--- config.mk ---
export PLATFORM = sky130hd
export DESIGN_NAME = nv_cmd_detect
export DESIGN_NICKNAME = d
export VERILOG_FILES = /design/src/rtl/nvseq_pkg.sv /design/src/rtl/nvseq_datapath.sv /design/src/rtl/nvseq_control.sv /design/src/rtl/nv_cmd_detect.sv
export SDC_FILE = /design/constraint.sdc
export NUM_CORES = 1
export LEC_CHECK = 0
export ABC_AREA = 1
export BUFFER_PORTS_ARGS = -buffer_cell sky130_fd_sc_hd__buf_2
export CAP_MARGIN = 10
export CORE_MARGIN = 2
export CORE_UTILIZATION = 50
export CTS_CLUSTER_SIZE = 25
export DETAILED_ROUTE_END_ITERATION = 10
export GPL_TIMING_DRIVEN = 0
export PLACE_DENSITY = 0.77
export SYNTH_ARGS = -nofsm -noshare
export SYNTH_HDL_FRONTEND = slang
export SYNTH_SLANG_ARGS = --single-unit
--- constraint.sdc ---
create_clock -name clk -period 2.1 [get_ports clk]
set_clock_uncertainty 0.15 [all_clocks]
set_input_delay 0.42 -clock clk [delete_from_list [all_inputs] [get_ports clk]]
set_output_delay 0.42 -clock clk [all_outputs]
set_load 0.01 [all_outputs]
--- src/rtl/nvseq_pkg.sv ---
package nvseq_pkg;
  localparam int ADDR_W    = 15;
  localparam int CHAIN_LEN = 6;
  localparam int LAST_STEP = CHAIN_LEN - 1;
  localparam int STEP_W    = $clog2(CHAIN_LEN);

  typedef logic [ADDR_W-1:0] addr_t;
  typedef logic [STEP_W-1:0] step_t;

  localparam addr_t STORE_ADDR  = 15'h0FC0;
  localparam addr_t RECALL_ADDR = 15'h0C63;

  // Leading addresses shared by both commands, indexed by chain step.
  function automatic addr_t prefixAddr(input step_t idx);
    case (idx)
      step_t'(0): prefixAddr = 15'h0E38;
      step_t'(1): prefixAddr = 15'h31C7;
      step_t'(2): prefixAddr = 15'h03E0;
      step_t'(3): prefixAddr = 15'h3C1F;
      step_t'(4): prefixAddr = 15'h303F;
      default:    prefixAddr = '0;
    endcase
  endfunction

  typedef struct packed {
    logic advance;
    logic restart;
    logic clear;
  } stepCtl_t;

  typedef struct packed {
    logic hitNext;
    logic hitFirst;
    logic hitStore;
    logic hitRecall;
  } matchFlags_t;

  typedef enum logic {
    MODE_SEEK = 1'b0,
    MODE_HOLD = 1'b1
  } mode_e;
endpackage

--- src/rtl/nvseq_datapath.sv ---
module nvseq_datapath
  import nvseq_pkg::*;
(
  input  logic        clk,
  input  logic        rstN,
  input  addr_t       accAddr,
  input  stepCtl_t    ctl,
  output matchFlags_t flags
);
  step_t stepCnt;
  addr_t expectAddr;
  logic  atLast;

  always_comb begin
    expectAddr      = prefixAddr(stepCnt);
    atLast          = (stepCnt == step_t'(LAST_STEP));
    flags.hitNext   = !atLast && (accAddr == expectAddr);
    flags.hitFirst  = (accAddr == prefixAddr(step_t'(0)));
    flags.hitStore  = atLast && (accAddr == STORE_ADDR);
    flags.hitRecall = atLast && (accAddr == RECALL_ADDR);
  end

  always_ff @(posedge clk) begin
    if (!rstN)            stepCnt <= '0;
    else if (ctl.clear)   stepCnt <= '0;
    else if (ctl.restart) stepCnt <= step_t'(1);
    else if (ctl.advance) stepCnt <= stepCnt + step_t'(1);
  end

  // the control asks for at most one step change per cycle
  p_one_strobe_r7: assert property (@(posedge clk) disable iff (!rstN)
    $onehot0({ctl.advance, ctl.restart, ctl.clear}));

  // the step count never leaves the chain
  p_step_range_r2: assert property (@(posedge clk) disable iff (!rstN)
    stepCnt <= step_t'(LAST_STEP));

  // an advance is only requested below the last step
  p_adv_legal_r5: assert property (@(posedge clk) disable iff (!rstN)
    ctl.advance |-> (stepCnt < step_t'(LAST_STEP)));
endmodule

--- src/rtl/nvseq_control.sv ---
module nvseq_control
  import nvseq_pkg::*;
(
  input  logic        clk,
  input  logic        rstN,
  input  logic        accValid,
  input  logic        accWrite,
  input  logic        opDone,
  input  matchFlags_t flags,
  output stepCtl_t    ctl,
  output logic        storeReq,
  output logic        recallReq
);
  mode_e mode, modeNext;
  logic  fireStore, fireRecall;

  always_comb begin
    ctl        = '0;
    fireStore  = 1'b0;
    fireRecall = 1'b0;
    modeNext   = mode;
    if (mode == MODE_HOLD) begin
      if (opDone) begin
        modeNext  = MODE_SEEK;
        ctl.clear = 1'b1;
      end
    end else if (accValid) begin
      if (accWrite) begin
        ctl.clear = 1'b1;
      end else if (flags.hitNext) begin
        ctl.advance = 1'b1;
      end else if (flags.hitStore) begin
        fireStore = 1'b1;
        ctl.clear = 1'b1;
        modeNext  = MODE_HOLD;
      end else if (flags.hitRecall) begin
        fireRecall = 1'b1;
        ctl.clear  = 1'b1;
        modeNext   = MODE_HOLD;
      end else if (flags.hitFirst) begin
        ctl.restart = 1'b1;
      end else begin
        ctl.clear = 1'b1;
      end
    end
  end

  always_ff @(posedge clk) begin
    if (!rstN) begin
      mode      <= MODE_SEEK;
      storeReq  <= 1'b0;
      recallReq <= 1'b0;
    end else begin
      mode      <= modeNext;
      storeReq  <= fireStore;
      recallReq <= fireRecall;
    end
  end

  // the two requests are mutually exclusive
  p_excl_req_r9: assert property (@(posedge clk) disable iff (!rstN)
    !(storeReq && recallReq));

  // a request lasts a single cycle
  p_single_pulse_r9: assert property (@(posedge clk) disable iff (!rstN)
    (storeReq || recallReq) |=> !(storeReq || recallReq));

  // a request is always accompanied by the hold mode
  p_req_holds_r8: assert property (@(posedge clk) disable iff (!rstN)
    (storeReq || recallReq) |-> (mode == MODE_HOLD));
endmodule

--- src/rtl/nv_cmd_detect.sv ---
module nv_cmd_detect
  import nvseq_pkg::*;
(
  input  logic              clk,
  input  logic              rstN,
  input  logic              accValid,
  input  logic              accWrite,
  input  logic [ADDR_W-1:0] accAddr,
  input  logic              opDone,
  output logic              storeReq,
  output logic              recallReq
);
  stepCtl_t    ctl;
  matchFlags_t flags;

  nvseq_datapath u_datapath (
    .clk     (clk),
    .rstN    (rstN),
    .accAddr (accAddr),
    .ctl     (ctl),
    .flags   (flags)
  );

  nvseq_control u_control (
    .clk       (clk),
    .rstN      (rstN),
    .accValid  (accValid),
    .accWrite  (accWrite),
    .opDone    (opDone),
    .flags     (flags),
    .ctl       (ctl),
    .storeReq  (storeReq),
    .recallReq (recallReq)
  );

  // a store request follows a sampled read at the store address
  p_store_cause_r2: assert property (@(posedge clk) disable iff (!rstN)
    storeReq |-> $past(accValid && !accWrite && accAddr == STORE_ADDR));

  // a recall request follows a sampled read at the recall address
  p_recall_cause_r3: assert property (@(posedge clk) disable iff (!rstN)
    recallReq |-> $past(accValid && !accWrite && accAddr == RECALL_ADDR));
endmodule

==> impl_metrics.tcl <==
set metrics [dict create \
    fillCellCount 158 \
    die_y_um 42.98 \
    met3WireLength_um 68 \
    drt-initial-drc-count 27 \
    first_pass_iters 4 \
    cts_buffer_depth 2 \
    htreeDepth 1 \
    cp_num_buf_inv 2 \
    initial_core_util 0.5162 \
    hold_violations 0 \
    drv_slew 0 \
    grt-ovfl-total 0 \
    worstPathCellList "inv_1 > ha_1 > nand2_2 > nand2_1 > nand2_1 > nand2_1 > nor2_2 > nand2_2 > nor2_4 > nand3_4 > o21ai_0 > nand2_1 > inv_1 > nor2_1" \
    cp_top_family "simple AND/OR/NAND/NOR gates" \
    tightest_slew_ns 0.2550 \
    seqCellArea_sq_um 122.6 \
    syn_nets 160 \
    leakagePower_uw 0.0004919 \
    path_max_fanout 6 \
    min_period_ns 1.895 \
    viasPerCell 4.914 \
    seqPwrFrac 0.411 \
    cp.required_ns 2.09 \
    syn_area_per_cell_sq_um 5.626 \
    slowest_stage "dfxtp_2" \
    final_common_cell "nand2_1" \
    power_uw 278.5 \
    grt_pass1_wl_um 2980 \
    ctsHoldBuffers 0 \
    finalNetCount 186 \
    hold_class "input pin to flop" \
    wl_per_cell_um 9.189 \
    pre_cts_slack_ns 0.09481 \
    top_layer_used "met4" \
    drtAntennaViolNets 0 \
    ir_worst_vdd_mv 0.2527 \
    pwr-share-comb 0.222 \
    antenna_found_initial 0 \
    p_int_uw 204.1 \
    switching_share 0.2673 \
    critPathKind "flop to flop" \
    syn_area_sq_um 759.5 \
    core-area_sq_um 1471 \
    power_switching_uw 74.46 \
    global_route.usage.total 0.2058 \
    instances_no_fill 175 \
    antennaDiodeCount 0 \
    timing.final.crit_share 0.9025 \
    ys_seq_area_frac 0.1582 \
    end_kind "flop" \
    path_clk_slew_ns 0.04 \
    grt_pass1_vias 803 \
    numCtsBuffers 3 \
    io_buffers 21 \
    route.final.wire_length_um 1608 \
    drt-met1-wl_um 774 \
    synthCells 135 \
    drc 0 \
    wl_met2_um 748 \
    synth_warnings 0 \
    final_cell_mix "43 x nand2_1, 21 x buf_2, 19 x inv_1" \
    critPathMostFrequentCell "nand2_1" \
    multi_input_area_sq_um 570.5 \
    slew_headroom 0.8284 \
    final_core_util 0.6301 \
    dpl.cell_count 172 \
    io_pins 22 \
    fmax_mhz 527.6 \
    std_cell_rows 14 \
    clock_power_share 0.367 \
    p_per_area_nw_per_um2 300.4 \
    worstPathArrival_ns 1.88 \
    clk_latency_ns 0.24 \
    dp_hpwl_um 1371 \
    layout-drive-gt1-share 0.3145 \
    synth_seq_cells 6 \
    slowest_delay_ns 0.34 \
    syn2layout_area_growth_pct 22.08 \
    max-cap-violations 0 \
    gp_congestion 0.8072 \
    die_x_um 42.98 \
    grt_max_degree 8 \
    ys_types 23 \
    vias 860 \
    status "finished clean" \
    clock_tree.root_cell "clkbuf_4" \
    setup_viol 0 \
    start_kind "flop" \
    worst_slack_ns 0.2047 \
    cts_tree "built" \
    cts_num_sinks 6 \
    dieArea_sq_um 1847 \
]
==> tightest hold or removal path: stages <==
cell and delay, ns:
buf_2 0.12, nand2_1 0.06, nor2_1 0.03
==> sequential cells by signal, summed over array words and instances (netlist names) <==
signal and cells:
u_control.storeReq 1, u_datapath.stepCnt 3, u_control.recallReq 1, u_control.mode 1
==> per-stage QoR <==
step / instance area [sq um] / hold WS, ns / TNS, ns
floorplan: 759.5 / 0.3770 / 0
global placement: 884.6 / 0.4038 / 0
detailed placement: 884.6 / 0.4147 / 0
CTS: 907.1 / 0.2885 / 0
global route: 927.1 / 0.3262 / -0.01980
finish: 927.1 / 0.2884 / 0
==> layer usage <==
layer | up-vias | GRT usage
met1 | 365 | 0.2532
li1 | 469 | -
met5 | - | 0
met3 | 3 | 0.02553
met4 | 0 | 0.07273
met2 | 23 | 0.3636
==> layout make-up <==
type,instances,share of cell area
sequential,6,0.1323
tap,16,0.02159
inverter,23,0.09312
clock buffer,3,0.02429
multi-input combinational,106,0.6154
timing repair buffer,21,0.1134
==> final timing paths <==
| check | depth (start not counted) | startpoint | slack [ns] | end |
|---|---|---|---|---|
| setup / recovery | 14 | u_datapath.stepCnt[0] | 0.20 | u_datapath.stepCnt[2] |
| hold reg to reg | 4 | u_datapath.stepCnt[0] | 0.40 | u_datapath.stepCnt[0] |
| hold / removal | 3 | rstN | 0.29 | u_datapath.stepCnt[0] |
| setup reg to reg | 14 | u_datapath.stepCnt[0] | 0.20 | u_datapath.stepCnt[2] |
==> logic make-up after synthesis <==
logic type | count (synthesis) | synth area share
AO/OA/AOI/OAI | 8 | 0.06095
adder cells (fa/ha/maj) | 5 | 0.08237
buffers and inverters | 23 | 0.1137
flip-flops | 6 | 0.1582
AND/OR/NAND/NOR | 93 | 0.5848
==> power groups by stage <==
stage	Combinational (uW)	Clock (uW)	Sequential (uW)
after global routing	69.7	108	114
final	61.9	102	114
after CTS	60.3	107	114
after floorplan	30.8	0	116
after global placement	59.0	0	116
after detailed placement	59.9	0	116
==> what timing repair did <==
action                     4_1_cts  5_1_grt
buffers inserted                 0        0
setup endpoints to repair        0        6
resized for setup                0       10
==> cell usage after synthesis, drive strengths merged <==
master / n / share of area
nand4: 2 / 0.016
clkinv: 1 / 0.0049
dfxtp: 6 / 0.16
o21ai: 5 / 0.033
inv: 22 / 0.11
ha: 5 / 0.082
nor4: 3 / 0.025
or2: 1 / 0.0082
nand2: 51 / 0.28
a21boi: 1 / 0.0099
nor3: 3 / 0.020
a21oi: 2 / 0.018
nand3: 13 / 0.12
nor2: 20 / 0.12
No activity file was read; power rests on OpenSTA's default activity.
